--- src/rtl/abm_pkg.sv ---
package abm_pkg;
  typedef enum logic [1:0] {
    WIN_NONE  = 2'd0,
    WIN_LEFT  = 2'd1,
    WIN_RIGHT = 2'd2
  } win_e;

  localparam int NPORT = 2;
  localparam int PL    = 0;
  localparam int PR    = 1;
endpackage

--- src/rtl/abm_arrival.sv ---
module abm_arrival #(
  parameter int AW = 11
) (
  input  logic          clk,
  input  logic          rst,
  input  logic [AW-1:0] addr,
  input  logic          sel_n,
  output logic          arrive
);
  logic [AW-1:0] addr_q;
  logic          en_q;
  logic          en;

  assign en = ~sel_n;

  always_ff @(posedge clk) begin
    if (rst) begin
      addr_q <= '0;
      en_q   <= 1'b0;
    end else begin
      addr_q <= addr;
      en_q   <= en;
    end
  end

  assign arrive = en && (!en_q || (addr != addr_q));

  // a port that has just dropped its select has arrived
  p_sel_edge_arrives_r3: assert property (@(posedge clk) disable iff (rst)
    (!sel_n && $past(sel_n)) |-> arrive);
endmodule

--- src/rtl/abm_decide.sv ---
module abm_decide
  import abm_pkg::*;
(
  input  logic clk,
  input  logic rst,
  input  logic match,
  input  logic arr_l,
  input  logic arr_r,
  output logic l_busy_n,
  output logic r_busy_n,
  output logic l_wr_block,
  output logic r_wr_block
);
  win_e win_q, win_d;

  always_comb begin
    win_d = win_q;
    if (!match)                  win_d = WIN_NONE;
    else if (win_q == WIN_NONE) begin
      if (arr_l && !arr_r)       win_d = WIN_RIGHT;
      else                       win_d = WIN_LEFT;
    end
  end

  always_ff @(posedge clk) begin
    if (rst) begin
      win_q      <= WIN_NONE;
      l_busy_n   <= 1'b1;
      r_busy_n   <= 1'b1;
      l_wr_block <= 1'b0;
      r_wr_block <= 1'b0;
    end else begin
      win_q      <= win_d;
      l_busy_n   <= (win_d != WIN_RIGHT);
      r_busy_n   <= (win_d != WIN_LEFT);
      l_wr_block <= (win_d == WIN_RIGHT);
      r_wr_block <= (win_d == WIN_LEFT);
    end
  end

  // a held winner stays while the collision lasts
  p_hold_r7: assert property (@(posedge clk) disable iff (rst)
    (match && win_q != WIN_NONE) |=> (win_q == $past(win_q)));
  // a same-cycle arrival on a fresh collision blocks the right port
  p_tie_left_r4: assert property (@(posedge clk) disable iff (rst)
    (match && win_q == WIN_NONE && arr_l && arr_r) |=> (!r_busy_n && l_busy_n));
  // a lone late arrival loses
  p_late_left_r3: assert property (@(posedge clk) disable iff (rst)
    (match && win_q == WIN_NONE && arr_l && !arr_r) |=> !l_busy_n);
endmodule

--- src/rtl/abm_arbiter.sv ---
module abm_arbiter
  import abm_pkg::*;
#(
  parameter int AW = 11
) (
  input  logic          clk,
  input  logic          rst,
  input  logic [AW-1:0] l_addr,
  input  logic          l_sel_n,
  input  logic [AW-1:0] r_addr,
  input  logic          r_sel_n,
  output logic          l_busy_n,
  output logic          r_busy_n,
  output logic          l_wr_block,
  output logic          r_wr_block
);
  logic [AW-1:0] addr_v [NPORT];
  logic          sel_v  [NPORT];
  logic          arr_v  [NPORT];
  logic          match;

  assign addr_v[PL] = l_addr;
  assign addr_v[PR] = r_addr;
  assign sel_v[PL]  = l_sel_n;
  assign sel_v[PR]  = r_sel_n;

  for (genvar p = 0; p < NPORT; p++) begin : g_port
    abm_arrival #(.AW(AW)) u_arr (
      .clk(clk), .rst(rst), .addr(addr_v[p]), .sel_n(sel_v[p]), .arrive(arr_v[p])
    );
  end

  assign match = !l_sel_n && !r_sel_n && (l_addr == r_addr);

  abm_decide u_dec (
    .clk(clk), .rst(rst), .match(match),
    .arr_l(arr_v[PL]), .arr_r(arr_v[PR]),
    .l_busy_n(l_busy_n), .r_busy_n(r_busy_n),
    .l_wr_block(l_wr_block), .r_wr_block(r_wr_block)
  );


  p_never_both_r5: assert property (@(posedge clk) disable iff (rst)
    !(!l_busy_n && !r_busy_n));

  p_release_r1: assert property (@(posedge clk) disable iff (rst)
    (l_sel_n || r_sel_n || (l_addr != r_addr)) |=> (l_busy_n && r_busy_n));

  p_one_busy_r2: assert property (@(posedge clk) disable iff (rst)
    (!l_sel_n && !r_sel_n && (l_addr == r_addr)) |=> (l_busy_n != r_busy_n));

  p_block_follows_r6: assert property (@(posedge clk) disable iff (rst)
    (l_wr_block == !l_busy_n) && (r_wr_block == !r_busy_n));
endmodule

--- config.mk ---
export PLATFORM = sky130hd
export DESIGN_NAME = abm_arbiter
export DESIGN_NICKNAME = d
export VERILOG_FILES = /design/src/rtl/abm_pkg.sv /design/src/rtl/abm_arrival.sv /design/src/rtl/abm_decide.sv /design/src/rtl/abm_arbiter.sv
export SDC_FILE = /design/constraint.sdc
export NUM_CORES = 1
export LEC_CHECK = 0
export BUFFER_PORTS_ARGS = -buffer_cell sky130_fd_sc_hd__buf_2
export CORE_MARGIN = 3
export CORE_UTILIZATION = 51
export DETAILED_ROUTE_END_ITERATION = 12
export PLACE_DENSITY_LB_ADDON = 0.05
export SYNTH_ARGS = -nofsm -noshare
export SYNTH_HDL_FRONTEND = slang
export SYNTH_HIERARCHICAL = 1
export SYNTH_SLANG_ARGS = --single-unit
--- constraint.sdc ---
create_clock -name clk -period 2 [get_ports clk]
set_clock_uncertainty 0.15 [all_clocks]
set_input_delay 0 -clock clk [delete_from_list [all_inputs] [get_ports clk]]
set_output_delay 0 -clock clk [all_outputs]
set_load 0.05 [all_outputs]
# [Yosys cells after proc, flatten, opt, wreduce, memory -nomap -nowiden]
# Index checks and enable logic that the tools add are counted.
[totals] romBits=0 wordCells=34 latchBits=0 ff_bits=30 input_bits=26 ramBits=0 mem_count=0 output_inout_bits=4
[op_classes] shift=0 n_eq_ne=7 mux=3 mul=0 n_addsub=0 div_mod_pow=0 bitwise=2 n_reduce_logical=13 order_cmp=0
[ops] cell="inequality test 11 bit" n=2
[ops] cell="equality test 11 bit" n=1
[ops] cell="two-way mux 2 bit" n=3
[ops] cell="logical AND 1 bit" n=5
[ops] cell="zero test 1 bit" n=5
[ops] cell="equality test 2 x 1 -> 1 bit, second input constant" n=1
[ops] cell="equality test 2 bit, second input constant" n=1
[ops] cell="zero test 2 bit" n=1
[ops] cell="logical OR 1 bit" n=2
[ops] cell="inequality test 2 x 1 -> 1 bit, second input constant" n=1
[ops] cell="inequality test 2 bit, second input constant" n=1
[ops] cell="inverter 1 bit" n=2

# [Longest topological paths before layout]
# Gate-level depths: netlist of the first run.
[logic_depth] word_depth=9 mapped_depth=6 depth_no_buf=6

# [Modules after synthesis]
# The synthesis of the first run kept the hierarchy.
[by_module_without_submodules] mod="abm_arrival" area_per_inst_um2=460.4 instances=2 seq_area_each_um2=240.2 cells_per_inst=40
[by_module_without_submodules] mod="abm_decide" area_per_inst_um2=216.5 instances=1 seq_area_each_um2=120.1 cells_per_inst=19
[by_module_without_submodules] mod="abm_arbiter" area_per_inst_um2=128.9 instances=1 seq_area_each_um2=0.0 cells_per_inst=16

# [Least setup slack after synthesis of the first run]
# Ideal clock, no wire load.
[synth_timing] path_kind="register to register" start="reg g_port[0].u_arr.addr_q[6]" end="reg u_dec.r_busy_n" setup_ns=0.114 arrival_time_ns=1.205 t_required_ns=1.736 stages_incl_launch_ff=7 setup_slack_ns=0.531 n_path_buf=0 synth_period_minus_slack_ns=1.469 path_cell_list="dfxtp_1 > xor2_1 > nor4_2 > a31oi_1 > nor3b_2 > nor3_2 > inv_2"
[synth_rtl] item="start: declaration" line="abm_arrival.sv:10" text="logic [AW-1:0] addr_q;"
[synth_rtl] item="start signal: assignment" line="abm_arrival.sv:21" text="addr_q <= addr;"
[synth_rtl] item="end signal: assignment" line="abm_decide.sv:35" text="r_busy_n <= (win_d != WIN_LEFT);"
[synth_rtl] item="end: declaration" line="abm_decide.sv:10" text="output logic r_busy_n,"

==> summary.txt, run 1 <==
outcome - completed
gpl congestion - 0.7114
Worst Hold Class - in -> reg
cts repair resizes - 0
#FFs+latches synth - 30
routed vias - 1,024
worst hold slack - 50.30 ps
Netlist cell types - 20
hold buffers post-CTS - 40
sequential area share after synthesis - 47.43%
final cycle utilization of the critical path - 83.44%
Cell Rows - 17
initial core utilization - 55.63%
fmax - 599.2 MHz
# DRC - 0
met3 usage - 5.568%
Max Buffers Root-to-Sink - 2
fin crit period - 1669 ps
pins over their slew limit - 0
Critical Path RT - 2080 ps
number of synthesis warnings - 6
Max VDD drop - 0.5726 mV
grt total ovfl - 0
reg2reg path depth - 6
cells after synthesis - 115
Worst Max-Slew Pin Slew - 449.6 ps
setup_tns - 0 ps
CTS clk-pin slew, worst paths - 90 ps
first-pass GRT wire length - 4864 um
CTS tree - done
syn avg cell area - 11.01 um^2
DIE AREA - 3116 um^2
largest net degree at the start of global routing - 27
max_cap viols - 0
Pleak - 0.8250 nW
relative max-transition margin - 70.03%
worst skew pair latency - 320 ps
unrepaired setup endpoints after global routing - false
die height - 55.83 um
Hold Vio Cnt, Final - 0
H-Tree Level Count - 2
final wirelength - 2794 um
DR WL/cell - 12.88 um
reg-to-reg critical path startpoint - g_port[0].u_arr/addr_q[6]
CP Class - in -> reg
critical path arrival - 1750 ps
global routing usage on met2 - 33.45%
Top Usage Layer GRT - met2
vias per cell - 4.719
Pwr Density - 621.0 nW/um^2
Tot Pwr - 1.170 mW
final design utilization - 82.79%
HP Start - rst
CTS buffer count - 5
nets@finish - 215
core area - 2276 um^2
Syn Nets - 141
initial antenna violation count - 0
Antenna Cells - 0
Worst Hold End - g_port[0].u_arr/addr_q[0]
post-synthesis cell area - 1266 um^2
WHS Path Cells - 2
root buffer cell - clkbuf_4
CP Max Fanout - 3
setup bufs post-CTS - 0
Worst setup SP type - input port
drt first pass iters - 4
Area Overhead vs Synth - 48.81%
I/O pin cnt - 30
chip width - 55.83 um
asr flop ratio synth - 0%
Final setup viols - 0
Setup crit end kind - flop
Main synth FF type - dfxtp_1
Port Buf Inserts - 29
flop-to-flop setup slack - 360 ps
Total GRT Usage - 20.38%
ANT nets after route - 0
Post-synth EDFFs - 0
number of global-route vias before repair - 1,050
Sink Count - 30
worst flop-to-flop path endpoint - u_dec/r_busy_n
layout cells sized above 1 - 25.40%
met1 usage - 23.53%
Iter 0 DRT Violations - 7
==> worst max path at each step <==
stage                              startpoint              to  slack, ps  cells past startpoint
finish                              l_addr[2]  u_dec/r_busy_n        330                      8
global route                        l_addr[2]  u_dec/r_busy_n        240                      8
CTS                                 l_addr[6]  u_dec/r_busy_n        370                      8
detailed placement  g_port[0].u_arr/addr_q[6]  u_dec/r_busy_n        390                      6
global placement    g_port[0].u_arr/addr_q[6]  u_dec/r_busy_n        380                      6
floorplan           g_port[0].u_arr/addr_q[6]  u_dec/r_busy_n        530                      6
==> registers in the layout, summed over array words and instances, names as in the netlist <==
register / flops
u_dec/r_wr_block: 1
g_port.u_arr/en_q: 2
u_dec/r_busy_n: 1
g_port.u_arr/addr_q: 22
u_dec/win_q: 2
u_dec/l_wr_block: 1
u_dec/l_busy_n: 1
==> synth_stat cells (all sizes together) (2+ instances only) <==
| cell | count | area, um^2 |
|---|---|---|
| and2b | 8 | 60.06 |
| clkbuf | 2 | 7.510 |
| and4 | 2 | 22.52 |
| nor2 | 6 | 25.03 |
| xnor2 | 17 | 148.9 |
| inv | 2 | 7.500 |
| nor2b | 15 | 93.84 |
| xor2 | 16 | 140.1 |
| nand4 | 3 | 18.77 |
| nor3 | 2 | 20.02 |
| dfxtp | 30 | 600.6 |
| nor4 | 4 | 50.05 |
| a31oi | 2 | 12.51 |
| nand2b | 2 | 27.53 |
==> cell type report <==
| class | count | area [um^2] |
|---|---|---|
| Multi-Input combinational cell | 81 | 650.6 |
| Sequential cell | 30 | 600.6 |
| Timing Repair Buffer | 69 | 545.5 |
| Fill cell | 131 | 391.6 |
| Clock buffer | 7 | 45.04 |
| Tap cell | 28 | 35.03 |
| Inverter | 2 | 7.507 |
==> critical path, stage by stage <==
cell	delay, ps
dlygate4sd3_1	550
buf_2	160
xor2_1	150
nor4_2	300
a31oi_1	190
nor3b_2	210
nor3_2	160
inv_2	40
==> per-stage QoR <==
stage | area, um^2 | setup slack [ps] | std cells
2_1_floorplan | 1266 | 530.6 | 115
3_3_place_gp | 1439 | 384.9 | 170
3_5_place_dp | 1439 | 386.0 | 170
4_1_cts | 1884 | 368.5 | 217
5_1_grt | 1884 | 242.7 | 217
6_report | 1884 | 331.2 | 217
==> cells by family (layout without fill, tap and decap cells) <==
logic type / after synthesis / count (layout) / synth area share [%]
AOI/OAI and AO/OA: 3 / 3 / 1.680
DFF: 30 / 30 / 47.43
and+or+nand+nor: 45 / 45 / 26.88
buffers and inverters: 4 / 78 / 1.185
xor gates and xnor gates: 33 / 33 / 22.83
==> power by group <==
group | internal (mW) | switching, mW
sequential | 0.623 | 0.0105
combinational | 0.128 | 0.0856
clock | 0.132 | 0.191
==> placed cells by master (no fill, tap or decap), drive strengths merged <==
master       instances
and4                 2
and2b                8
nor2b               15
dlygate4sd3         40
nor3                 2
nand2                1
and2                 1
a21oi                1
nor4                 4
xor2                16
nand2b               2
nor3b                1
xnor2               17
nor2                 6
a31oi                2
buf                 29
dfxtp               30
inv                  2
nand4                3
clkbuf               7
==> routing by layer <==
layer / vias to the layer above / wire length, um / share of wire [%]
met5: - / 0 / 0
met4: 0 / 76 / 2.7
met3: 9 / 135 / 4.8
met2: 26 / 1373 / 49
met1: 473 / 1208 / 43
li1: 516 / - / -
No activity file was read; power rests on OpenSTA's default activity.
==> run 2: changes to the inputs <==
CORE_UTILIZATION = 46   (was 51)
clock period = 1.5 ns   (was 2 ns; I/O delays follow)
==> summary.txt, run 2 (synthesized netlist as in run 1, its figures left out) <==
outcome - finished, violations left
failing checks - setup timing
initial antenna violation count - 0
hpwl dp - 1636 um
CTS tree - done
CTS clk-pin slew, worst paths - 80 ps
gpl congestion - 0.7046
Worst setup SP type - flop
Pleak - 0.8290 nW
Area Overhead vs Synth - 51.19%
fin cells - 219
chip width - 58.47 um
largest net degree at the start of global routing - 27
# DRC - 0
Worst Max-Slew Pin Slew - 447.9 ps
global routing usage on met2 - 30.30%
grt total ovfl - 0
unrepaired setup endpoints after global routing - true
pins over their slew limit - 0
Largest register FFs - 22
Max VDD drop - 0.7838 mV
Antenna Cells - 0
Biggest register - g_port.u_arr/addr_q
Placed Cells incl. Taps - 172
nets@finish - 215
worst setup margin - -127.5 ps
met1 usage - 22.39%
DR WL/cell - 12.76 um
buffer and inverter count on the worst path - 1
Total GRT Usage - 18.63%
biggest regs - g_port.u_arr/addr_q (22), g_port.u_arr/en_q (2), u_dec/win_q (2)
internal power - 1.180 mW
critical path arrival - 1700 ps
most common cell after layout, fill and taps aside - dlygate4sd3_1
Sw Ratio - 24.78%
switching power - 0.3886 mW
Comb pwr share - 18.4%
final wirelength - 2795 um
CP max stage delay - 360 ps
CP top delay family - simple AND/OR/NAND/NOR gates
vias per cell - 4.616
Critical Path RT - 1570 ps
clock share of power - 27.7%
layout cells sized above 1 - 28.57%
Tot Pwr - 1.568 mW
Top Usage Layer GRT - met2
fmax - 614.4 MHz
worst skew pair latency - 330 ps
Pwr Density - 819.3 nW/um^2
core area - 2545 um^2
Worst Hold Class - in -> reg
Setup crit end kind - flop
initial core utilization - 49.75%
number of global-route vias before repair - 1,011
FILL cells - 176
DIE AREA - 3418 um^2
max_cap viols - 0
relative max-transition margin - 70.14%
Crit-path slowest cell - nor4_2
ANT nets after route - 0
CP Class - reg -> reg
Cell Rows - 18
CTS buffer count - 5
CP Max Fanout - 3
die height - 58.47 um
Max Buffers Root-to-Sink - 2
Final setup viols - 6
H-Tree Level Count - 2
Sink Count - 30
routed vias - 1,011
Iter 0 DRT Violations - 14
crit path cell chain - xor2_1 -> nor4_2 -> a31oi_2 -> buf_4 -> nand2b_4 -> a21oi_4 -> and2_1
I/O pin cnt - 30
Seq pwr share - 53.9%
Port Buf Inserts - 29
final cycle utilization of the critical path - 108.5%
pre-CTS setup slack - -128.7 ps
drt first pass iters - 3
fin crit period - 1628 ps
first-pass GRT wire length - 4650 um
setup_tns - -394.7 ps
root buffer cell - clkbuf_4
most frequent cells in the layout - 39 x dlygate4sd3_1, 29 x buf_2, 28 x dfxtp_1
Hold Vio Cnt, Final - 0
met3 usage - 6.140%
==> run 2: routing by layer <==
layer / up-vias / share of wire, %
met5: - / 0
met4: 0 / 2.3
met3: 8 / 4.7
met2: 22 / 49
met1: 464 / 44
li1: 517 / -
==> run 2: area by class of cell <==
type                       count  area (um^2)  area share [%]
tap                           30        37.54           1.961
timing repair buffer          69        543.0           28.37
multi-input combinational     81        678.2           35.42
clock buffer                   7        45.04           2.353
sequential                    30        603.1           31.50
inverter                       2        7.507          0.3922
==> run 2: stage by stage <==
| stage | utilization, % | cell area [um^2] | hold slack, ps |
|---|---|---|---|
| after floorplan | - | 1266 | -78.39 |
| after detailed placement | 56.64 | 1441 | 52.81 |
| final | 75.22 | 1914 | 36.58 |
| after CTS | 73.75 | 1877 | 19.61 |
| after global placement | 56.64 | 1441 | 53.87 |
| after global routing | 75.22 | 1914 | 54.84 |
==> run 2: timing repair <==
item	4_1_cts	5_1_grt
hold buffers	39	0
setup buffers	0	1
pin swaps	0	7
hold endpoints to repair	27	0
endpoints found under the setup margin	6	6
resized for setup	0	6
==> run 2: power groups by stage <==
stage	Combinational (mW)	Clock [mW]	Sequential (mW)
2_1_floorplan	0.124	0	0.861
5_1_grt	0.317	0.475	0.848
3_3_place_gp	0.199	0	0.862
3_5_place_dp	0.201	0	0.863
6_report	0.289	0.435	0.845
4_1_cts	0.279	0.441	0.844
==> run 2: path summary, 6_finish.rpt <==
check | startpoint | to | slack (ps) | depth (start not counted)
max reg2reg | g_port[0].u_arr/addr_q[6] | u_dec/l_wr_block | -130 | 7
min | r_addr[0] | u_dec/win_q[1] | 40 | 6
min reg2reg | u_dec/win_q[1] | u_dec/r_wr_block | 360 | 1
max | g_port[0].u_arr/addr_q[6] | u_dec/l_wr_block | -130 | 7
==> run 2: worst reg2reg max path: stages (launching register included) <==
cell and delay, ps:
dfxtp_1 320, xor2_1 160, nor4_2 360, a31oi_2 130, buf_4 160, nand2b_4 60, a21oi_4 50, and2_1 130
